**src/rtl/gpio_port_pkg.sv**
```systemverilog
package gpio_port_pkg;
    localparam int PORT_W = 8;
    localparam int ADDR_W = 2;

    typedef enum logic [ADDR_W-1:0] {
        REG_DIR  = 2'd0,
        REG_PIN  = 2'd1,
        REG_LAT  = 2'd2,
        REG_NONE = 2'd3
    } reg_sel_e;
endpackage

```
**src/rtl/gpio_in_sync.sv**
```systemverilog
module gpio_in_sync #(
    parameter int W = gpio_port_pkg::PORT_W
) (
    input  logic         clk,
    input  logic         rst_n,
    input  logic [W-1:0] raw_in,
    output logic [W-1:0] sync_out
);
    typedef struct packed {
        logic [W-1:0] stage1;
        logic [W-1:0] stage2;
    } sync_t;

    sync_t st_d, st_q;

    always_comb begin
        st_d        = st_q;
        st_d.stage1 = raw_in;
        st_d.stage2 = st_q.stage1;
    end

    always_ff @(posedge clk or negedge rst_n) begin
        if (!rst_n) st_q <= '0;
        else        st_q <= st_d;
    end

    assign sync_out = st_q.stage2;
endmodule

```
**src/rtl/gpio_port_regs.sv**
```systemverilog
module gpio_port_regs
    import gpio_port_pkg::*;
#(
    parameter int W  = PORT_W,
    parameter int AW = ADDR_W
) (
    input  logic          clk,
    input  logic          rst_n,
    input  logic [AW-1:0] addr,
    input  logic          we,
    input  logic [W-1:0]  wdata,
    input  logic [W-1:0]  pin_level,
    output logic [W-1:0]  rdata,
    output logic [W-1:0]  dir_q,
    output logic [W-1:0]  lat_q
);
    typedef struct packed {
        logic [W-1:0] dir;
        logic [W-1:0] lat;
    } regs_t;

    regs_t st_d, st_q;

    always_comb begin
        st_d = st_q;
        if (we) begin
            case (addr)
                REG_DIR:          st_d.dir = wdata;
                REG_PIN, REG_LAT: st_d.lat = wdata;
                default: ;
            endcase
        end
    end

    always_ff @(posedge clk or negedge rst_n) begin
        if (!rst_n) begin
            st_q.dir <= '1;
            st_q.lat <= '0;
        end else begin
            st_q <= st_d;
        end
    end

    always_comb begin
        case (addr)
            REG_DIR: rdata = st_q.dir;
            REG_PIN: rdata = pin_level;
            REG_LAT: rdata = st_q.lat;
            default: rdata = '0;
        endcase
    end

    assign dir_q = st_q.dir;
    assign lat_q = st_q.lat;
endmodule

```
**src/rtl/gpio_pin_mux.sv**
```systemverilog
module gpio_pin_mux #(
    parameter int W = gpio_port_pkg::PORT_W
) (
    input  logic [W-1:0] dir_bits,
    input  logic [W-1:0] lat_bits,
    input  logic [W-1:0] sel,
    input  logic [W-1:0] alt_out,
    input  logic [W-1:0] alt_oe,
    output logic [W-1:0] drv_val,
    output logic [W-1:0] drv_en
);
    for (genvar i = 0; i < W; i++) begin : g_pin
        always_comb begin
            if (sel[i]) begin
                drv_val[i] = alt_out[i];
                drv_en[i]  = alt_oe[i];
            end else begin
                drv_val[i] = lat_bits[i];
                drv_en[i]  = ~dir_bits[i];
            end
        end
    end
endmodule

```
**src/rtl/gpio_port_ovr.sv**
```systemverilog
module gpio_port_ovr
    import gpio_port_pkg::*;
#(
    parameter int W  = PORT_W,
    parameter int AW = ADDR_W
) (
    input  logic          clk,
    input  logic          rst_n,
    input  logic [AW-1:0] bus_addr,
    input  logic          bus_we,
    input  logic [W-1:0]  bus_wdata,
    output logic [W-1:0]  bus_rdata,
    input  logic [W-1:0]  per_sel,
    input  logic [W-1:0]  per_out,
    input  logic [W-1:0]  per_oe,
    output logic [W-1:0]  per_in,
    input  logic [W-1:0]  pad_in,
    output logic [W-1:0]  pad_out,
    output logic [W-1:0]  pad_oe
);
    logic [W-1:0] pin_sync;
    logic [W-1:0] dir_q;
    logic [W-1:0] lat_q;

    gpio_in_sync #(.W(W)) u_sync (
        .clk      (clk),
        .rst_n    (rst_n),
        .raw_in   (pad_in),
        .sync_out (pin_sync)
    );

    gpio_port_regs #(.W(W), .AW(AW)) u_regs (
        .clk       (clk),
        .rst_n     (rst_n),
        .addr      (bus_addr),
        .we        (bus_we),
        .wdata     (bus_wdata),
        .pin_level (pin_sync),
        .rdata     (bus_rdata),
        .dir_q     (dir_q),
        .lat_q     (lat_q)
    );

    gpio_pin_mux #(.W(W)) u_mux (
        .dir_bits (dir_q),
        .lat_bits (lat_q),
        .sel      (per_sel),
        .alt_out  (per_out),
        .alt_oe   (per_oe),
        .drv_val  (pad_out),
        .drv_en   (pad_oe)
    );

    assign per_in = pin_sync;
endmodule

```
**config.mk**
```make
export PLATFORM = sky130hd
export DESIGN_NAME = gpio_port_ovr
export DESIGN_NICKNAME = d
export VERILOG_FILES = /design/src/rtl/gpio_port_pkg.sv /design/src/rtl/gpio_in_sync.sv /design/src/rtl/gpio_port_regs.sv /design/src/rtl/gpio_pin_mux.sv /design/src/rtl/gpio_port_ovr.sv
export SDC_FILE = /design/constraint.sdc
export NUM_CORES = 1
export LEC_CHECK = 0
export BUFFER_PORTS_ARGS = -buffer_cell sky130_fd_sc_hd__buf_4
export CAP_MARGIN = 10
export CORE_MARGIN = 4
export CORE_UTILIZATION = 35
export CTS_BUF_LIST = sky130_fd_sc_hd__clkbuf_2
export DETAILED_ROUTE_END_ITERATION = 8
export PLACE_DENSITY = 0.68
export SYNTH_ARGS = -nofsm -noshare
export SYNTH_HDL_FRONTEND = slang
export SYNTH_SLANG_ARGS = --single-unit
```
**constraint.sdc**
```tcl
create_clock -name clk -period 0.9 [get_ports clk]
set_clock_uncertainty 0.05 [all_clocks]
set_input_delay 0.09 -clock clk [delete_from_list [all_inputs] [get_ports clk]]
set_output_delay 0.09 -clock clk [all_outputs]
set_load 0.03 [all_outputs]
```
==> impl_metrics.ini, run 1 <==
[status]
status = finished with violations
violations = negative setup slack

[cts]
clk_latency_ns = 0.34
cts_root_buffer = clkbuf_2
cts.path.max_buffers = 2
clock-sinks = 32
path_clk_slew_ns = 0.16
cts_made_buffers = 5
cts_tree = yes
h-tree-depth = 2

[setup_path]
critPathCapture = bus_rdata[0]
required_ns = 0.76
startpoint_type = register
rrSetupSlack_ns = -0.22
critPathSlowestCell = dfrtp_1
crit_family = flip-flops
path_buf_inv = 1
critical_path_class = reg2out
critPathArrivalTime_ns = 1.39
cp-startpoint = u_regs.lat_q[0]
crit_fanout = 2
critPathMaxStageDelay_ns = 0.42
cp.depth = 3
regToRegEndpoint = u_regs.lat_q[2]
crit_path_end_kind = output pin
r2r-start = u_regs.lat_q[2]
r2r_cells = 4
crit_chain = a222oi_1 > nor2_2 > buf_6

[pwr]
p_clk_share_pct = 14.9
combPwrFrac_pct = 44.2
p_int_mw = 3.00
powerDensity_mw_per_mm2 = 1580
switching_share_pct = 31.8
p_sw_mw = 1.40
seqPwrFrac_pct = 40.9
p_leak_nw = 1.34
vdd_ir_drop_max_v = 0.00107

[synthesis]
postSynthCellCount = 100
synth_nets = 149
syn-cell-area_mm2 = 0.00139
ys_warn_count = 0
synth_seq_cells = 32
ys_seq_area_share_pct = 58.3
synth_cell_types = 14
syn_area_per_cell_um2 = 13.9

[die]
dieWidth_um = 71.0
start_util_pct = 37.1
num_rows = 22
coreArea_mm2 = 0.00374
io_pins = 77
die-height_um = 71.0
die-area_mm2 = 0.00504

[finish]
antenna_cells = 0
post-route-cell-area_mm2 = 0.00279
final.fill_count = 264
fin_nets = 275
fin_cells = 275
syn_to_final_growth_pct = 101
final_core_util_pct = 74.6
layout-drive-gt1-share_pct = 76.7

[timing]
min_period_ns = 1.53
slew_violations = 0
rsz0062_at_grt = true
hold_viol = 0
max_freq_ghz = 0.656
finalCritPeriodShare_pct = 169
max_slew_margin_pct = 64.9
worstMarginPinSlew_ns = 0.526
fin_ws_ns = -0.625
setup_viol = 41

[drt]
vias = 1336
drtIter0Drc = 83
drc_errors = 0
wirelength_um = 4390
dr.pass1.iters = 4
drtAntennaViolNets = 0
wl_per_cell_um = 16.0
viasPerCell = 4.86

[placed_design]
place_inst = 243
place_congestion = 0.659
place.port_buffers = 76
hpwl_um = 2950
postPlaceCellArea_mm2 = 0.00228

[global_routing]
antenna_found_initial = 0
globalRouteTotalUtil_pct = 17.4
grt_max_degree = 33
overflow = 0
grt_pass1_wl_um = 6950
grt_pass1_vias = 1491

[min_path]
holdPathStages = 3
hold_class = in2reg

[run]
cap_violations = 0
power groups by stage:
stage          Sequential [mW]  Clock [mW]  Combinational [mW]
4_1_cts                   1.80       0.679                1.85
2_1_floorplan             1.83           0               0.749
3_3_place_gp              1.80           0                1.50
5_1_grt                   1.82       0.727                2.06
3_5_place_dp              1.80           0                1.54
6_report                  1.80       0.657                1.95
per-stage QoR:
stage	hold slack, ns	TNS [ns]	worst slack (ns)	power [mW]
global placement	-0.0118	-8.96	-0.450	3.29
CTS	0.116	-15.89	-0.633	4.32
finish	0.142	-15.23	-0.625	4.40
detailed placement	-0.00343	-9.76	-0.516	3.34
floorplan	-0.256	-1.75	-0.197	2.58
global route	0.128	-17.41	-0.717	4.61
kinds of logic (layout without fill, tap and decap cells):
| logic type | count (synthesis) | count (layout) | synth area share (%) |
|---|---|---|---|
| muxes | 24 | 24 | 21.6 |
| and+or+nand+nor | 18 | 18 | 5.94 |
| AOI/OAI and AO/OA | 16 | 16 | 8.64 |
| buffers and inverters | 6 | 133 | 1.89 |
| adders and majority gates | 4 | 4 | 3.60 |
| DFF | 32 | 32 | 58.3 |
layer usage:
metal  GRT usage [%]  up-vias  routed length, um
li1                -      616                  -
met1            18.6      662               1600
met2            33.7       54               2480
met3            3.98        4                287
met4            5.01        0                 24
met5               0        -                  0
cells in the final DEF, fill, tap and decap left out:
cell type       n
dfrtp_1        17
mux2_2          9
clkinv_2        1
ha_1            3
nand2_1         8
nand2_8         2
mux2_4         15
a222oi_1        8
dfstp_2         8
inv_8           1
buf_4          49
ha_4            1
o21ai_2         7
clkbuf_2        7
dlygate4sd3_1  17
o21ai_4         1
inv_12          1
buf_6          57
nor2_2          8
dfrtp_2         7
cell type report:
cell class	instances	area (um2)	share of cell area [%]
inverters	2	27.5	0.985
well taps	48	60.1	2.15
repair buffers	123	1180	42.2
clock buffers	7	35.0	1.25
flip-flops and latches	32	820	29.3
clock inverters	1	5.00	0.179
multi-input cells	62	667	23.9
timing repair:
| action | in CTS | in global routing |
|---|---|---|
| setup endpoints to repair | 39 | 42 |
| hold buffers | 17 | 0 |
| hold endpoints to repair | 56 | 0 |
| pin swaps | 14 | 8 |
| setup buffers | 6 | 9 |
| gates resized for setup | 52 | 18 |
sequential cells by signal (all words and copies together) (netlist names):
register and cells:
u_regs.dir_q 8, u_regs.lat_q 8, u_sync.st_d 8, u_sync.sync_out 8
worst min path at each step:
stage	end	slack [ns]	startpoint
2_1_floorplan	u_regs.lat_q[0]	-0.26	rst_n
3_3_place_gp	u_sync.st_d[5]	-0.01	rst_n
3_5_place_dp	u_sync.st_d[5]	-0.003	rst_n
4_1_cts	u_regs.dir_q[3]	0.12	bus_we
5_1_grt	u_regs.lat_q[4]	0.13	bus_we
6_report	u_regs.dir_q[3]	0.14	bus_we
worst reg2reg max path: stages (launching register included):
cell and delay (ns):
dfrtp_1 0.42, buf_6 0.12, buf_6 0.10, buf_6 0.10
mux2_4 0.24
cell usage after synthesis:
cell type / n / area [um2]
dfrtp_1: 24 / 601
mux2_2: 16 / 180
a222oi_1: 8 / 80.1
dfstp_2: 8 / 210
mux2_4: 8 / 120
nand2_1: 8 / 30.0
nor2_1: 8 / 30.0
o21ai_0: 8 / 40.0
ha_1: 4 / 50.1
clkbuf_1: 2 / 7.51
inv_1: 2 / 7.51
nand2_4: 2 / 22.5
buf_1: 1 / 3.75
buf_4: 1 / 7.51
No activity file was read; power rests on OpenSTA's default activity.
==> inputs of run 2 (changes only) <==
--- a/config.mk
+++ b/config.mk
@@ -8,10 +8,12 @@
 export BUFFER_PORTS_ARGS = -buffer_cell sky130_fd_sc_hd__buf_4
 export CAP_MARGIN = 10
 export CORE_MARGIN = 4
-export CORE_UTILIZATION = 35
+export CORE_UTILIZATION = 41
 export CTS_BUF_LIST = sky130_fd_sc_hd__clkbuf_2
 export DETAILED_ROUTE_END_ITERATION = 8
-export PLACE_DENSITY = 0.68
+export HOLD_SLACK_MARGIN = 0.12
+export PLACE_DENSITY = 0.78
+export RECOVER_POWER = 25
 export SYNTH_ARGS = -nofsm -noshare
 export SYNTH_HDL_FRONTEND = slang
 export SYNTH_SLANG_ARGS = --single-unit
==> run 2 against run 1 <==
Net effect: the flow still finishes with violations (negative setup slack); final cell count is 0.73% lower; sequential share of layout area decreased by 0.53 points; sequential power barely moved; count of clock-buffer cells in the layout rose by 1; sequential cell count unchanged; wire length grew 36%; non-clock buffer count up 2; critical path type unchanged; largest power group unchanged; highest routed layer unchanged.
==> impl_metrics.ini, run 2 (synthesized netlist as in run 1, its figures left out) <==
[status]
status = finished with violations
violations = negative setup slack

[setup_path]
path_buf_inv = 1
r2r-start = u_regs.lat_q[3]
rrSetupSlack_ns = -0.26
critPathCapture = bus_rdata[2]
crit_path_end_kind = output pin
required_ns = 0.76
cp-startpoint = u_regs.lat_q[2]
crit_chain = a222oi_1 > nor2_2 > buf_6
crit_family = compound AO/OA/AOI/OAI gates
startpoint_type = register
regToRegEndpoint = u_regs.lat_q[3]
crit_fanout = 2
critical_path_class = reg2out
critPathArrivalTime_ns = 1.53
cp.depth = 3
r2r_cells = 4
critPathSlowestCell = a222oi_1
critPathMaxStageDelay_ns = 0.46

[timing]
max_slew_margin_pct = 68.8
min_period_ns = 1.67
finalCritPeriodShare_pct = 186
rsz0062_at_grt = true
setup_tns_ns = -17.46
setup_viol = 41
fin_ws_ns = -0.770
max_freq_ghz = 0.599
slew_violations = 0
worstMarginPinSlew_ns = 0.468
hold_viol = 0

[finish]
layout-drive-gt1-share_pct = 76.9
final.fill_count = 133
antenna_cells = 0
multi_input_area_um2 = 697
syn_to_final_growth_pct = 105
final_core_util_pct = 90.2
mostFrequentLayoutCells = 60 x buf_6, 40 x buf_4, 17 x mux2_4, 17 x dlygate4sd3_1, 17 x dfrtp_1
post-route-cell-area_mm2 = 0.00285
layout_commonest_cell = buf_6
fin_nets = 277
seq_area_um2 = 820

[cts]
holdBufCountCts = 17
clock-sinks = 32
clk_latency_ns = 0.37
cts_root_buffer = clkbuf_2
h-tree-depth = 2
cts.path.max_buffers = 2
cts_tree = yes
path_clk_slew_ns = 0.16
cts_made_buffers = 5

[pwr]
combPwrFrac_pct = 45.6
p_int_mw = 3.09
seqPwrFrac_pct = 39.1
vdd_ir_drop_max_v = 0.00122
p_clk_share_pct = 15.2
switching_share_pct = 33.6
powerDensity_mw_per_mm2 = 1640
p_sw_mw = 1.57
p_leak_nw = 1.37

[global_routing]
grt_pass1_vias = 1650
antenna_found_initial = 0
grt_max_degree = 33
grt_pass1_wl_um = 8510
globalRouteTotalUtil_pct = 27.1
overflow = 0

[placed_design]
postPlaceCellArea_mm2 = 0.00228
dp_slack_ns = -0.516
place_congestion = 0.787
place.port_buffers = 76
hpwl_um = 3130

[drt]
drtAntennaViolNets = 0
drc_errors = 0
dr.pass1.iters = 4
wirelength_um = 5980
viasPerCell = 5.41
wl_per_cell_um = 21.9
drtIter0Drc = 136
vias = 1477

[die]
die-area_mm2 = 0.00439
die-height_um = 66.2
coreArea_mm2 = 0.00315
io_pins = 77
dieWidth_um = 66.2
num_rows = 20
start_util_pct = 44.1

[min_path]
hold_class = in2reg
holdPathStages = 3

[run]
cap_violations = 0
run 2: cell types whose count changed in the layout (fill, tap and decap cells not counted):
cell / before / now
o21ai_2: 7 / 4
mux2_2: 9 / 7
clkinv_2: 1 / 0
buf_4: 49 / 40
clkbuf_4: 0 / 8
clkbuf_2: 7 / 8
mux2_4: 15 / 17
o21ai_4: 1 / 4
buf_6: 57 / 60
run 2: worst min-delay path by stage:
stage / start / end / slack [ns]
2_1_floorplan: rst_n / u_regs.lat_q[0] / -0.26
3_3_place_gp: rst_n / u_regs.lat_q[0] / -0.009
3_5_place_dp: rst_n / u_regs.lat_q[0] / -0.004
4_1_cts: bus_we / u_regs.dir_q[5] / 0.10
5_1_grt: bus_we / u_regs.lat_q[5] / 0.08
6_report: bus_we / u_regs.lat_q[5] / 0.10
run 2: area by class of cell:
cell class                 count  share of cell area, %
timing repair buffer         125                   42.4
sequential                    32                   28.8
multi-input combinational     62                   24.5
tap                           44                   1.93
clock buffer                   8                   1.41
inverter                       2                  0.967
run 2: worst min-delay path: cells and delay by family:
| kind | cells | cell delay, ns |
|---|---|---|
| multiplexers | 1 | 0.16 |
| buffers and inverters | 1 | 0.15 |
| AND/OR/NAND/NOR | 1 | 0.12 |
run 2: what timing repair did:
action	CTS	global route
pin swaps	16	7
setup buffers	6	11
resized for setup	59	19
setup endpoints to repair	39	41
hold endpoints to repair	56	14
run 2: power by group through the flow:
stage          Combinational [mW]  Clock (mW)  Sequential, mW
2_1_floorplan               0.749           0            1.83
3_3_place_gp                 1.50           0            1.79
3_5_place_dp                 1.54           0            1.80
4_1_cts                      1.88       0.702            1.80
5_1_grt                      2.21       0.780            1.84
6_report                     2.13       0.709            1.82
run 2: routing by layer:
layer / global-route usage, % / part of all wire [%] / routed length [um]
met5: 0 / 0 / 0
met2: 49.6 / 52 / 3100
met4: 12.2 / 3.5 / 207
met1: 27.4 / 35 / 2080
met3: 9.18 / 9.8 / 584
run 2: through the flow:
| step | hold slack, ns | cells | power (mW) |
|---|---|---|---|
| final | 0.104 | 273 | 4.66 |
| after detailed placement | -0.00361 | 239 | 3.35 |
| after global routing | 0.0780 | 273 | 4.84 |
| after floorplan | -0.256 | 100 | 2.58 |
| after CTS | 0.102 | 267 | 4.39 |
| after global placement | -0.00881 | 239 | 3.29 |
